`src/rtl/intc_pkg.sv`:
```
package intc_pkg;
    localparam int DATA_W     = 16;
    localparam int CTRL_BIT   = 15;
    localparam int MASTER_BIT = 14;
    localparam int LVL_W      = 3;
    typedef logic [LVL_W-1:0] lvl_t;
    localparam lvl_t NO_IRQ   = 3'd0;
    localparam lvl_t NMI_LVL  = 3'd7;
endpackage

```
`src/rtl/intc_regs.sv`:
```
module intc_regs
    import intc_pkg::*;
#(
    parameter int NSRC = 8
) (
    input  logic              clk,
    input  logic              rst_n,
    input  logic [NSRC-1:0]   evt,
    input  logic              wr,
    input  logic              sel,
    input  logic [DATA_W-1:0] wdata,
    input  logic [NSRC-1:0]   ack_clr,
    output logic [NSRC-1:0]   req,
    output logic [NSRC-1:0]   en,
    output logic              master,
    output logic [DATA_W-1:0] rdata
);
    typedef struct packed {
        logic [NSRC-1:0] req;
        logic [NSRC-1:0] en;
        logic            master;
    } regs_t;

    regs_t st_d, st_q;
    logic  unused_wbits;

    assign unused_wbits = ^wdata[MASTER_BIT-1:NSRC];

    always_comb begin
        st_d = st_q;
        if (wr && !sel) begin
            if (wdata[CTRL_BIT]) st_d.req = st_q.req | wdata[NSRC-1:0];
            else                 st_d.req = st_q.req & ~wdata[NSRC-1:0];
        end
        if (wr && sel) begin
            if (wdata[CTRL_BIT]) begin
                st_d.en     = st_q.en | wdata[NSRC-1:0];
                st_d.master = st_q.master | wdata[MASTER_BIT];
            end else begin
                st_d.en     = st_q.en & ~wdata[NSRC-1:0];
                st_d.master = st_q.master & ~wdata[MASTER_BIT];
            end
        end
        st_d.req = (st_d.req & ~ack_clr) | evt;
    end

    always_ff @(posedge clk) begin
        if (!rst_n) st_q <= '0;
        else        st_q <= st_d;
    end

    always_comb begin
        rdata = '0;
        if (sel) begin
            rdata[NSRC-1:0]   = st_q.en;
            rdata[MASTER_BIT] = st_q.master;
        end else begin
            rdata[NSRC-1:0]   = st_q.req;
        end
    end

    assign req    = st_q.req;
    assign en     = st_q.en;
    assign master = st_q.master;
endmodule

```
`src/rtl/intc_arb.sv`:
```
module intc_arb
    import intc_pkg::*;
#(
    parameter int                   NSRC      = 8,
    parameter logic [NSRC*LVL_W-1:0] SRC_LEVEL = '0,
    localparam int                  IDX_W     = $clog2(NSRC)
) (
    input  logic [NSRC-1:0]  req,
    input  logic [NSRC-1:0]  en,
    input  logic             master,
    input  lvl_t             mask,
    input  logic             ack,
    input  lvl_t             ack_lvl,
    output lvl_t             lvl_d,
    output logic [IDX_W-1:0] src_d,
    output logic [NSRC-1:0]  ack_clr
);
    lvl_t            src_lvl [NSRC];
    logic [NSRC-1:0] active;

    for (genvar g = 0; g < NSRC; g++) begin : g_src
        assign src_lvl[g] = SRC_LEVEL[g*LVL_W +: LVL_W];
        assign active[g]  = req[g] & en[g] & (master | (src_lvl[g] == NMI_LVL));
    end

    lvl_t             best;
    logic [IDX_W-1:0] best_idx;
    logic             found;
    logic             ack_found;

    always_comb begin
        best = NO_IRQ;
        for (int i = 0; i < NSRC; i++) begin
            if (active[i] && src_lvl[i] > best) best = src_lvl[i];
        end
        best_idx = '0;
        found    = 1'b0;
        for (int i = 0; i < NSRC; i++) begin
            if (!found && active[i] && src_lvl[i] == best) begin
                best_idx = IDX_W'(i);
                found    = 1'b1;
            end
        end
        if (best == NMI_LVL || best > mask) begin
            lvl_d = best;
            src_d = best_idx;
        end else begin
            lvl_d = NO_IRQ;
            src_d = '0;
        end
    end

    always_comb begin
        ack_clr   = '0;
        ack_found = 1'b0;
        for (int i = 0; i < NSRC; i++) begin
            if (ack && !ack_found && active[i] && src_lvl[i] == ack_lvl) begin
                ack_clr[i] = 1'b1;
                ack_found  = 1'b1;
            end
        end
    end
endmodule

```
`src/rtl/intc_prio.sv`:
```
module intc_prio
    import intc_pkg::*;
#(
    parameter int                    NSRC      = 8,
    parameter logic [NSRC*LVL_W-1:0] SRC_LEVEL = {3'd7, 3'd4, 3'd3, 3'd3, 3'd2, 3'd1, 3'd1, 3'd1},
    localparam int                   IDX_W     = $clog2(NSRC)
) (
    input  logic              clk,
    input  logic              rst_n,
    input  logic [NSRC-1:0]   evt_i,
    input  logic              bus_wr,
    input  logic              bus_sel,
    input  logic [15:0]       bus_wdata,
    output logic [15:0]       bus_rdata,
    input  logic [2:0]        cpu_mask,
    input  logic              cpu_ack,
    input  logic [2:0]        cpu_ack_lvl,
    output logic [2:0]        irq_lvl,
    output logic [IDX_W-1:0]  irq_src
);
    typedef struct packed {
        lvl_t             lvl;
        logic [IDX_W-1:0] src;
    } out_t;

    logic [NSRC-1:0]  req_w, en_w, ack_clr_w;
    logic             master_w;
    lvl_t             lvl_w;
    logic [IDX_W-1:0] src_w;
    out_t             out_d, out_q;

    intc_regs #(.NSRC(NSRC)) u_regs (
        .clk     (clk),
        .rst_n   (rst_n),
        .evt     (evt_i),
        .wr      (bus_wr),
        .sel     (bus_sel),
        .wdata   (bus_wdata),
        .ack_clr (ack_clr_w),
        .req     (req_w),
        .en      (en_w),
        .master  (master_w),
        .rdata   (bus_rdata)
    );

    intc_arb #(.NSRC(NSRC), .SRC_LEVEL(SRC_LEVEL)) u_arb (
        .req     (req_w),
        .en      (en_w),
        .master  (master_w),
        .mask    (cpu_mask),
        .ack     (cpu_ack),
        .ack_lvl (cpu_ack_lvl),
        .lvl_d   (lvl_w),
        .src_d   (src_w),
        .ack_clr (ack_clr_w)
    );

    always_comb begin
        out_d     = out_q;
        out_d.lvl = lvl_w;
        out_d.src = src_w;
    end

    always_ff @(posedge clk) begin
        if (!rst_n) out_q <= '0;
        else        out_q <= out_d;
    end

    assign irq_lvl = out_q.lvl;
    assign irq_src = out_q.src;
endmodule

```
`config.mk`:
```
export PLATFORM = sky130hd
export DESIGN_NAME = intc_prio
export DESIGN_NICKNAME = d
export VERILOG_FILES = /design/src/rtl/intc_pkg.sv /design/src/rtl/intc_regs.sv /design/src/rtl/intc_arb.sv /design/src/rtl/intc_prio.sv
export SDC_FILE = /design/constraint.sdc
export NUM_CORES = 1
export LEC_CHECK = 0
export BUFFER_PORTS_ARGS = -buffer_cell sky130_fd_sc_hd__buf_4
export CAP_MARGIN = 5
export CORE_UTILIZATION = 51
export CTS_BUF_LIST = sky130_fd_sc_hd__clkbuf_4 sky130_fd_sc_hd__clkbuf_8
export DETAILED_ROUTE_END_ITERATION = 6
export PLACE_DENSITY_LB_ADDON = 0.1
export SKIP_LAST_GASP = 1
export SLEW_MARGIN = 20
export SYNTH_ARGS = -nofsm -noshare
export SYNTH_HDL_FRONTEND = slang
export SYNTH_HIERARCHICAL = 1
export SYNTH_SLANG_ARGS = --single-unit
```
`constraint.sdc`:
```
create_clock -name clk -period 2.8 [get_ports clk]
set_input_delay 0.42 -clock clk [delete_from_list [all_inputs] [get_ports clk]]
set_output_delay 0.42 -clock clk [all_outputs]
set_load 0.02 [all_outputs]
```
# Word level (Yosys, flattened, before mapping)

Cells that the tools add are included.

Bits of input ports: 35
Output and inout port bits: 22
Register bits after elaboration: 23

Bitwise gates (word level): 26
Muxes and demuxes: 41
Equal/unequal tests: 11
Magnitude comparators: 8
Reductions and logical operators: 64

Operators by type and width:

| cell                                              | count |
|---|---|
| logical AND 1 bit                                 | 47 |
| two-way mux 3 bit                                 | 13 |
| bitwise AND 8 bit                                 | 3 |
| two-way mux 1 bit                                 | 24 |
| two-way mux 8 bit                                 | 3 |
| OR 8 bit                                          | 3 |
| bitwise AND 1 bit                                 | 16 |
| NOT 8 bit                                         | 2 |
| logical NOT 1 bit                                 | 15 |
| == test 2 x 3 -> 1 bit, first input constant      | 4 |
| == test 3 bit, first input constant               | 4 |
| > comparator 2 x 3 -> 1 bit, first input constant | 3 |
| two-way mux 9 bit                                 | 1 |
| == test 1 x 3 -> 1 bit, first input constant      | 2 |
| > comparator 1 x 3 -> 1 bit, first input constant | 2 |
| > comparator 3 bit, first input constant          | 2 |
| == test 3 bit, second input constant              | 1 |
| > comparator 3 bit                                | 1 |
| AND reduction 2 bit                               | 1 |
| logical OR 1 bit                                  | 1 |
| NOT 1 bit                                         | 1 |
| OR 1 bit                                          | 1 |

# Logic depth before layout (Yosys ltp)

Gate-level depths: netlist of the first run.

Depth after elaboration: 55
Mapped depth: 11
Mapped depth without buffers: 10

# Modules after synthesis

Netlist of the first run, hierarchy kept.

Modules (own cells, without submodules):

| module    | times used | seq. area each (um^2) | cells an instance | area each (um^2) |
|---|---|---|---|---|
| intc_regs | 1          | 340.3                 | 110               | 1004.7 |
| intc_arb  | 1          | 0.0                   | 59                | 369.1 |
| intc_prio | 1          | 120.1                 | 12                | 157.7 |

# Worst setup path after synthesis of the first run

No wires, ideal clock.

Path type: register -> register
Start point: reg with a tool-made name
End point: reg out_q (netlist bit irq_src[0])
Slack: 546 ps
Cell stages (with the launch flop): 11
Library setup time: 59 ps
Data arrival time: 2195 ps
Path through: dfxtp_1 -> buf_6 -> and3_4 -> or3_1 -> and2b_2 -> nor2_1 -> ha_1 -> a31oi_1 -> nand3_1 -> o41ai_1 -> and2_1

RTL lines:

| element                | line            | text |
|---|---|---|
| end signal: assignment | intc_prio.sv:66 | `else out_q <= out_d;` |
| end: declaration       | intc_prio.sv:30 | `out_t out_d, out_q;` |

# Worst setup path after layout of the first run

Start point: reg u_regs.st_q (netlist bit u_regs/req[7])
End point: reg out_q (netlist bit irq_src[0])

Longest elaborated chain between the ends: 34

Ends and longest elaborated chain:

| element                         | line            | text |
|---|---|---|
| start: declaration              | intc_regs.sv:24 | `regs_t st_d, st_q;` |
| start signal: assignment        | intc_regs.sv:49 | `else st_q <= st_d;` |
| bitwise AND 1 bit (*)           | intc_arb.sv:23  | `assign active[g] = req[g] & en[g] & (master \| (src_lvl[g] == NMI_LVL));` |
| logical AND 1 bit               | intc_arb.sv:34  | `if (active[i] && src_lvl[i] > best) best = src_lvl[i];` |
| two-way mux 3 bit               | intc_arb.sv:34  |  |
| == test 1 x 3 -> 1 bit          | intc_arb.sv:39  | `if (!found && active[i] && src_lvl[i] == best) begin` |
| logical AND 1 bit               | intc_arb.sv:39  |  |
| two-way mux 1 bit               | intc_arb.sv:39  |  |
| logical NOT 1 bit               | intc_arb.sv:39  |  |
| logical AND 1 bit (2 in series) | intc_arb.sv:39  |  |
| [14 not listed]                 | -               |  |
| logical AND 1 bit (2 in series) | intc_arb.sv:39  |  |
| two-way mux 1 bit               | intc_arb.sv:39  |  |
| logical NOT 1 bit               | intc_arb.sv:39  |  |
| logical AND 1 bit (2 in series) | intc_arb.sv:39  |  |
| two-way mux 1 bit               | intc_arb.sv:39  |  |
| logical NOT 1 bit               | intc_arb.sv:39  |  |
| logical AND 1 bit (2 in series) | intc_arb.sv:39  |  |
| two-way mux 3 bit               | intc_arb.sv:39  |  |

Every way passes the cells marked *; elsewhere a longest branch is shown, timed or not.
A chain may end at the register's enable or synchronous reset.

==> impl_metrics.py, run 1 <==
metrics = {
    "synth": {
        "syn_inst": 181,
        "synthTopCellsByCount": "dfxtp_1, inv_1, nand3_1, a21oi_1, a31oi_1",
        "synth_top_area_frac": 0.301,
        "synth-async-reset-ratio": 0,
        "ys.flop_type": "dfxtp_1",
        "synth.most_common_cell": "dfxtp_1",
        "synth_top_cells_by_area": "dfxtp_1, mux2i_1, mux2_2",
        "synth_cell_type_count": 41,
        "yosysWarningCount": 6,
        "syn_area_per_cell_um2": 8.46,
        "synth_top_area_cell": "dfxtp_1",
        "yosysSeqAreaShare": 0.301,
        "synth_edf_count": 0,
        "ys_ff_latch": 23,
        "syn_area_mm2": 0.00153,
    },
    "cts": {
        "clk_pin_slew_ps": 140,
        "cts_resized": 0,
        "clk_path_buf_depth": 2,
        "cts_tree": "yes",
        "clk_latency_ps": 320,
        "cts_max_level": 1,
        "post_cts_buffers": 0,
        "ctsHoldBuffers": 0,
        "root_buffer": "clkbuf_4",
        "numClockSinks": 23,
        "numCtsBuffers": 3,
    },
    "placement": {
        "place_ws_ps": 366,
        "port-buffer-count": 43,
        "place.gp.congestion": 0.829,
        "place_hpwl_um": 2600,
    },
    "layout": {
        "fin_nets": 258,
        "fillers": 271,
        "multi_input_comb_area_um2": 915,
        "diodes": 0,
        "areaGrowthSynthToFinish_pct": 18.9,
        "ff_latch_area_um2": 460,
        "drive_above_1_share": 0.315,
    },
    "worst_setup_path": {
        "critPathBufInv": 0,
        "worstSetupEndpointType": "flip-flop",
        "cp_data_required_time_ps": 3070,
        "path_class": "flip-flop to flip-flop",
        "start_kind": "flip-flop",
        "critical_path.top_delay_family": "simple AND/OR/NAND/NOR gates",
        "path_cells": "and2_2, or3_1, and2b_2, nor2_1, ha_1, a31oi_1, nand3_1, o41ai_1, and2_1",
        "crit_path_max_incr_delay_ps": 390,
        "crit_slowest_cell": "or3_1",
        "path_max_fanout": 5,
        "rrSetupSlack_ps": 300,
        "arrival_ps": 2760,
    },
    "pwr": {
        "p_leak_nw": 0.843,
        "power_density_mw_per_mm2": 370,
        "ir_drop_mv": 0.239,
    },
    "flow_run": {
        "maxCapViolCount": 0,
    },
    "sta": {
        "fmax_mhz": 401,
        "rsz0062_at_grt": "no",
        "fin_worst_skew_ps": 6.39,
        "finalMaxSlewViolations": 0,
        "setup_ws_ps": 304,
        "setup_tns_ps": 0,
        "finalCritPeriodShare": 0.891,
        "min_period_ps": 2500,
        "setup_violations": 0,
        "hold_viol": 0,
    },
    "global_route": {
        "grt.total_usage": 0.229,
        "grt_pass1_vias": 1392,
        "grt_antenna_before_repair": 0,
        "grt_pass1_wl_um": 5950,
        "grt-ovfl-total": 0,
        "grt_max_degree": 24,
    },
    "die": {
        "initial_core_util": 0.546,
        "dieArea_mm2": 0.00323,
        "core_mm2": 0.00281,
        "rows": 19,
        "io_pins": 57,
        "die_w_um": 56.8,
        "die_y_um": 56.8,
    },
    "outcome": {
        "status": "finished with violations",
        "violations": "design-rule violations",
    },
    "route": {
        "wl_per_cell_um": 14.0,
        "vias": 1435,
        "wirelength_um": 3500,
        "drc": 8,
        "dr.pass1.iters": 7,
        "drt_iter0_drc": 39,
        "drtAntennaViolNets": 0,
        "avgViaCountPerCell": 5.74,
    },
    "min_path": {
        "hp-class": "input pin to flip-flop",
    },
}
## cells in the final DEF (no fill, tap or decap), types with 6 or more instances in the layout
| cell | instances |
|---|---|
| inv_1 | 13 |
| o21ai_0 | 9 |
| mux2_2 | 8 |
| and2_1 | 7 |
| nor2b_1 | 9 |
| mux2i_1 | 9 |
| a31oi_1 | 10 |
| nor2_1 | 6 |
| a21oi_1 | 12 |
| conb_1 | 7 |
| nand2_1 | 8 |
| a21bo_2 | 7 |
| buf_4 | 44 |
| dfxtp_1 | 23 |
| nand3_1 | 13 |
## per-layer routing
layer,up-vias,GRT usage,share of wire
met5,-,0,0
met3,4,0.0253,0.050
met4,0,0.0732,0.011
met1,685,0.284,0.44
met2,40,0.412,0.50
li1,706,-,-
## tightest hold or removal path: stages
cell     delay, ps
buf_4           90
a21bo_1         90
a21oi_1         50
## power by group
| group | switching [mW] | internal, mW |
|---|---|---|
| combinational | 0.0795 | 0.0769 |
| sequential | 0.0137 | 0.341 |
| clock | 0.108 | 0.0535 |
## final cells by class
type	count	share of cell area
multi-input combinational	135	0.502
sequential	23	0.253
timing repair buffer	44	0.181
inverter	13	0.0268
tap	31	0.0213
clock buffer	3	0.0124
clock inverter	1	0.00275
## cell families (layout without fill, tap and decap cells)
family / count (synthesis) / after routing / share of synthesized area
buffers and inverters: 29 / 61 / 0.117
AND/OR/NAND/NOR: 60 / 60 / 0.223
other: 1 / 7 / 0.00245
multiplexers: 17 / 17 / 0.118
flip-flops: 23 / 23 / 0.301
AO/OA/AOI/OAI: 48 / 48 / 0.215
adder cells (fa/ha/maj): 3 / 3 / 0.0245
## per-stage QoR
step	instances	hold WS (ps)	utilization	power (mW)	instance area, µm²
detailed placement	246	551	0.639	0.517	1790
floorplan	187	517	-	0.465	1550
global placement	246	540	0.639	0.511	1790
global route	250	356	0.649	0.709	1820
CTS	250	353	0.649	0.681	1820
finish	250	360	0.649	0.673	1820
## path summary, 6_finish.rpt
| check | cells past startpoint | from | endpoint |
|---|---|---|---|
| setup / recovery | 9 | u_regs/req[7]$_SDFF_PN0_ | irq_src[0]$_SDFF_PN0_ |
| setup reg to reg | 9 | u_regs/req[7]$_SDFF_PN0_ | irq_src[0]$_SDFF_PN0_ |
| hold / removal | 3 | bus_wdata[0] | u_regs/req[0]$_SDFF_PN0_ |
| hold reg to reg | 2 | flip-flop | flip-flop |
Power figures use the tool's default switching activity.
==> run 2: changes to the inputs <==
Settings changed: CORE_UTILIZATION 51 to 30.
==> impl_metrics.py, run 2 (same netlist as run 1, synthesis figures left out) <==
metrics = {
    "outcome": {
        "status": "complete, no violations",
    },
    "cts": {
        "post_cts_buffers": 0,
        "numCtsBuffers": 3,
        "clk_latency_ps": 270,
        "cts_tree": "yes",
        "numClockSinks": 23,
        "root_buffer": "clkbuf_8",
        "cts_max_level": 1,
        "clk_path_buf_depth": 2,
        "clk_pin_slew_ps": 90,
        "ctsHoldBuffers": 0,
        "cts_resized": 0,
    },
    "layout": {
        "fin_nets": 258,
        "fillers": 533,
        "mostFrequentLayoutCell": "buf_4",
        "areaGrowthSynthToFinish_pct": 23.0,
        "diodes": 0,
        "mostFrequentLayoutCells": "buf_4, dfxtp_1, nand3_1, inv_1, a21oi_1",
        "drive_above_1_share": 0.315,
        "multi_input_comb_area_um2": 915,
        "ff_latch_area_um2": 460,
        "design_area_mm2": 0.00188,
        "postLayoutCoreUtil": 0.391,
    },
    "worst_setup_path": {
        "arrival_ps": 2740,
        "path_max_fanout": 7,
        "start_kind": "flip-flop",
        "worstSetupEndpointType": "flip-flop",
        "path_class": "flip-flop to flip-flop",
        "crit_slowest_cell": "o41ai_1",
        "path_cells": "and3_2, or3_1, and2b_2, nor2_1, ha_1, a31oi_1, nand3_1, o41ai_1, and2_1",
        "crit_path_max_incr_delay_ps": 400,
        "cp_data_required_time_ps": 3010,
    },
    "die": {
        "dieArea_mm2": 0.00539,
        "die_y_um": 73.5,
        "die_w_um": 73.5,
        "rows": 25,
        "initial_core_util": 0.318,
        "core_mm2": 0.00482,
        "io_pins": 57,
    },
    "placement": {
        "port-buffer-count": 43,
        "dpl_cell_area_mm2": 0.00184,
        "place_hpwl_um": 2700,
        "place_ws_ps": 339,
        "place.gp.congestion": 0.693,
    },
    "sta": {
        "hold_viol": 0,
        "rsz0062_at_grt": "no",
        "finalCritPeriodShare": 0.904,
        "fin_worst_skew_ps": 8.85,
        "finalMaxSlewViolations": 0,
        "min_period_ps": 2530,
        "setup_ws_ps": 268,
        "setup_violations": 0,
        "fmax_mhz": 395,
        "setup_tns_ps": 0,
    },
    "pwr": {
        "p_int_mw": 0.517,
        "combPwrFrac": 0.217,
        "p_clk_frac": 0.292,
        "switchingPower_mw": 0.203,
        "power_density_mw_per_mm2": 382,
        "power_frac_seq": 0.492,
        "ir_drop_mv": 0.276,
        "p_leak_nw": 0.851,
        "switching_share": 0.282,
    },
    "route": {
        "drt_iter0_drc": 60,
        "wl_per_cell_um": 12.8,
        "vias": 1371,
        "avgViaCountPerCell": 4.79,
        "wirelength_um": 3670,
        "drc": 0,
        "dr.pass1.iters": 4,
        "drtAntennaViolNets": 0,
    },
    "global_route": {
        "grt-ovfl-total": 0,
        "grt_max_degree": 24,
        "grt_pass1_vias": 1298,
        "grt_pass1_wl_um": 5890,
        "grt_antenna_before_repair": 0,
        "grt.total_usage": 0.144,
    },
    "flow_run": {
        "maxCapViolCount": 0,
    },
    "min_path": {
        "min-delay-start": "evt_i[2]",
        "hp-class": "input pin to flip-flop",
    },
}
run 2: layer usage:
layer | routed length, µm | vias up | track usage
met1 | 1670 | 625 | 0.179
met2 | 1760 | 42 | 0.251
met3 | 210 | 2 | 0.0329
met5 | 0 | - | 0
li1 | - | 702 | -
met4 | 25 | 0 | 0.0321
run 2: path summary, 6_finish.rpt:
check / depth (start not counted) / to / slack, ps
worst max-delay path: 9 / irq_src[0]$_SDFF_PN0_ / 270
worst min register to register: 2 / flip-flop / 570
worst min-delay path: 3 / u_regs/req[2]$_SDFF_PN0_ / 420
worst max register to register: 9 / irq_src[0]$_SDFF_PN0_ / 270
run 2: per-stage QoR:
stage | power [mW] | hold WS (ps) | instances
2_1_floorplan | 0.465 | 517 | 187
3_5_place_dp | 0.519 | 552 | 282
3_3_place_gp | 0.519 | 551 | 282
4_1_cts | 0.735 | 411 | 286
5_1_grt | 0.759 | 422 | 286
6_report | 0.720 | 419 | 286
run 2: power by group through the flow:
stage / clock network [mW] / registers, mW / logic (mW)
floorplan: 0 / 0.358 / 0.107
global placement: 0 / 0.362 / 0.157
CTS: 0.222 / 0.354 / 0.158
global route: 0.230 / 0.357 / 0.172
detailed placement: 0 / 0.362 / 0.157
finish: 0.210 / 0.354 / 0.156
run 2: worst max-delay path: cells and delay by family, from the launching register on:
kind / cells / cell delay (ps)
AO/OA/AOI/OAI: 2 / 630
adder cells (fa/ha/maj): 1 / 280
AND/OR/NAND/NOR: 6 / 1170
flip-flops: 1 / 380
run 2: cell type report:
type,count,share of cell area
Clock buffer,3,0.0219
Clock inverter,1,0.00266
Inverter,13,0.0259
Multi-Input combinational cell,135,0.485
Sequential cell,23,0.244
Tap cell,67,0.0445
Timing Repair Buffer,44,0.175
==> run 3: changes to the inputs <==
Settings changed: SYNTH_HIERARCHICAL 1 to unset.
==> impl_metrics.py, run 3 <==
metrics = {
    "outcome": {
        "status": "complete, no violations",
    },
    "layout": {
        "fillers": 469,
        "mostFrequentLayoutCell": "buf_4",
        "multi_input_comb_area_um2": 897,
        "postLayoutCoreUtil": 0.401,
        "ff_latch_area_um2": 460,
        "fin_nets": 247,
        "drive_above_1_share": 0.317,
        "mostFrequentLayoutCells": "buf_4, nand2_1, dfxtp_1",
        "areaGrowthSynthToFinish_pct": 23.9,
        "diodes": 0,
    },
    "min_path": {
        "hp-class": "input pin to flip-flop",
    },
    "worst_setup_path": {
        "critical_path.top_delay_family": "compound AO/OA/AOI/OAI gates",
        "crit_slowest_cell": "dfxtp_1",
        "worstSetupEndpointType": "flip-flop",
        "path_max_fanout": 6,
        "cp_data_required_time_ps": 2930,
        "path_cells": "a22o_1, and2_4, o21ai_1, nand2_1, ha_1, nor2b_1, o21a_1, o311ai_4, a31oi_1",
        "path_class": "flip-flop to flip-flop",
        "start_kind": "flip-flop",
        "arrival_ps": 2390,
        "crit_path_max_incr_delay_ps": 350,
        "critPathBufInv": 0,
    },
    "die": {
        "rows": 24,
        "die_w_um": 71.7,
        "dieArea_mm2": 0.00514,
        "core_mm2": 0.00450,
        "die_y_um": 71.7,
        "io_pins": 57,
        "initial_core_util": 0.324,
    },
    "synth": {
        "synth_top_area_frac": 0.316,
        "syn_area_mm2": 0.00146,
        "yosysWarningCount": 0,
        "synth_top_family_by_area": "simple AND/OR/NAND/NOR gates",
        "synth_top_cells_by_area": "dfxtp_1, nand2_1, a21oi_1",
        "synth_fa_ha_area_frac": 0.0258,
        "synth_xor_area_frac": 0,
        "synth_compound_area_frac": 0.227,
        "synth.most_common_cell": "nand2_1",
        "ys.flop_type": "dfxtp_1",
        "syn_area_per_cell_um2": 8.63,
        "synth_top_area_cell": "dfxtp_1",
        "muxShareOfSynthArea": 0.0824,
        "synthTopCellsByCount": "nand2_1, dfxtp_1, a21oi_1, nand3_1",
        "synth_edf_count": 0,
        "yosys.area_share.simple": 0.262,
        "synth-async-reset-ratio": 0,
        "syn_inst": 169,
        "synth_cell_type_count": 39,
        "ys_ff_latch": 23,
        "yosysSeqAreaShare": 0.316,
    },
    "cts": {
        "cts_resized": 0,
        "cts_tree": "yes",
        "clk_latency_ps": 270,
        "root_buffer": "clkbuf_8",
        "numCtsBuffers": 3,
        "clk_pin_slew_ps": 90,
        "numClockSinks": 23,
        "cts_max_level": 1,
        "ctsHoldBuffers": 0,
        "post_cts_buffers": 0,
        "clk_path_buf_depth": 2,
    },
    "flow_run": {
        "maxCapViolCount": 0,
    },
    "sta": {
        "finalCritPeriodShare": 0.806,
        "min_period_ps": 2260,
        "fmax_mhz": 443,
        "finalMaxSlewViolations": 0,
        "slew_headroom": 0.559,
        "tightest_slew_ps": 661,
        "fin_worst_skew_ps": 4.69,
        "rsz0062_at_grt": "no",
        "setup_violations": 0,
        "hold_viol": 0,
        "setup_tns_ps": 0,
    },
    "placement": {
        "port-buffer-count": 43,
        "place.gp.congestion": 0.813,
        "place_hpwl_um": 2940,
    },
    "route": {
        "wl_per_cell_um": 14.7,
        "dr.pass1.iters": 6,
        "drc": 0,
        "avgViaCountPerCell": 4.98,
        "drt_iter0_drc": 43,
        "drtAntennaViolNets": 0,
        "vias": 1295,
        "wirelength_um": 3830,
    },
    "global_route": {
        "grt_antenna_before_repair": 0,
        "grt-ovfl-total": 0,
        "grt_max_degree": 19,
        "grt.total_usage": 0.166,
        "grt_pass1_wl_um": 6690,
        "grt_pass1_vias": 1363,
    },
    "pwr": {
        "p_leak_nw": 0.761,
        "ir_drop_mv": 0.142,
        "power_density_mw_per_mm2": 406,
    },
}
[run 3: cell types whose count changed after synthesis, moves of 7 or more]
cell,delta
nand2_1,+24
inv_1,-11
o21a_1,+9
nor2b_1,-8
o21ai_0,-8
a21bo_2,-7
[run 3: per-stage QoR]
| step | cells | instance area (µm²) | hold WS [ps] | setup WS [ps] | total power, mW |
|---|---|---|---|---|---|
| 2_1_floorplan | 175 | 1480 | 446 | 798 | 0.462 |
| 3_3_place_gp | 256 | 1760 | 462 | 598 | 0.515 |
| 3_5_place_dp | 256 | 1760 | 473 | 558 | 0.518 |
| 4_1_cts | 260 | 1810 | 351 | 544 | 0.746 |
| 5_1_grt | 260 | 1810 | 352 | 336 | 0.775 |
| 6_report | 260 | 1810 | 355 | 544 | 0.732 |
[run 3: final timing paths]
path | cells after the start | end | slack [ps] | startpoint
hold / removal | 2 | u_regs.req[4]$_SDFF_PN0_ | 350 | evt_i[4]
hold reg to reg | 2 | flip-flop | 480 | flip-flop
setup reg to reg | 9 | irq_src[2]$_SDFF_PN0_ | 540 | u_regs.req[5]$_SDFF_PN0_
setup / recovery | 9 | irq_src[2]$_SDFF_PN0_ | 540 | u_regs.req[5]$_SDFF_PN0_
[run 3: layer usage]
layer  part of all wire  GRT usage
met3              0.038     0.0239
met2               0.48      0.291
met5                  0          0
met1               0.47      0.213
met4             0.0089     0.0458
[run 3: final cells by class]
class | count | area share
inverters | 3 | 0.00624
clock buffers | 4 | 0.0270
multi-input cells | 135 | 0.497
flip-flops and latches | 23 | 0.255
repair buffers | 43 | 0.179
well taps | 52 | 0.0360
[run 3: cell families after synthesis]
kind of cell	Yosys count
AND/OR/NAND/NOR	71
multiplexers	11
flip-flops	23
other	1
buffers and inverters	17
AO/OA/AOI/OAI	43
adder cells (fa/ha/maj)	3
[run 3: where the power goes]
group          switching [mW]  internal [mW]
registers              0.0149          0.340
clock network           0.111          0.111
logic                  0.0808         0.0742
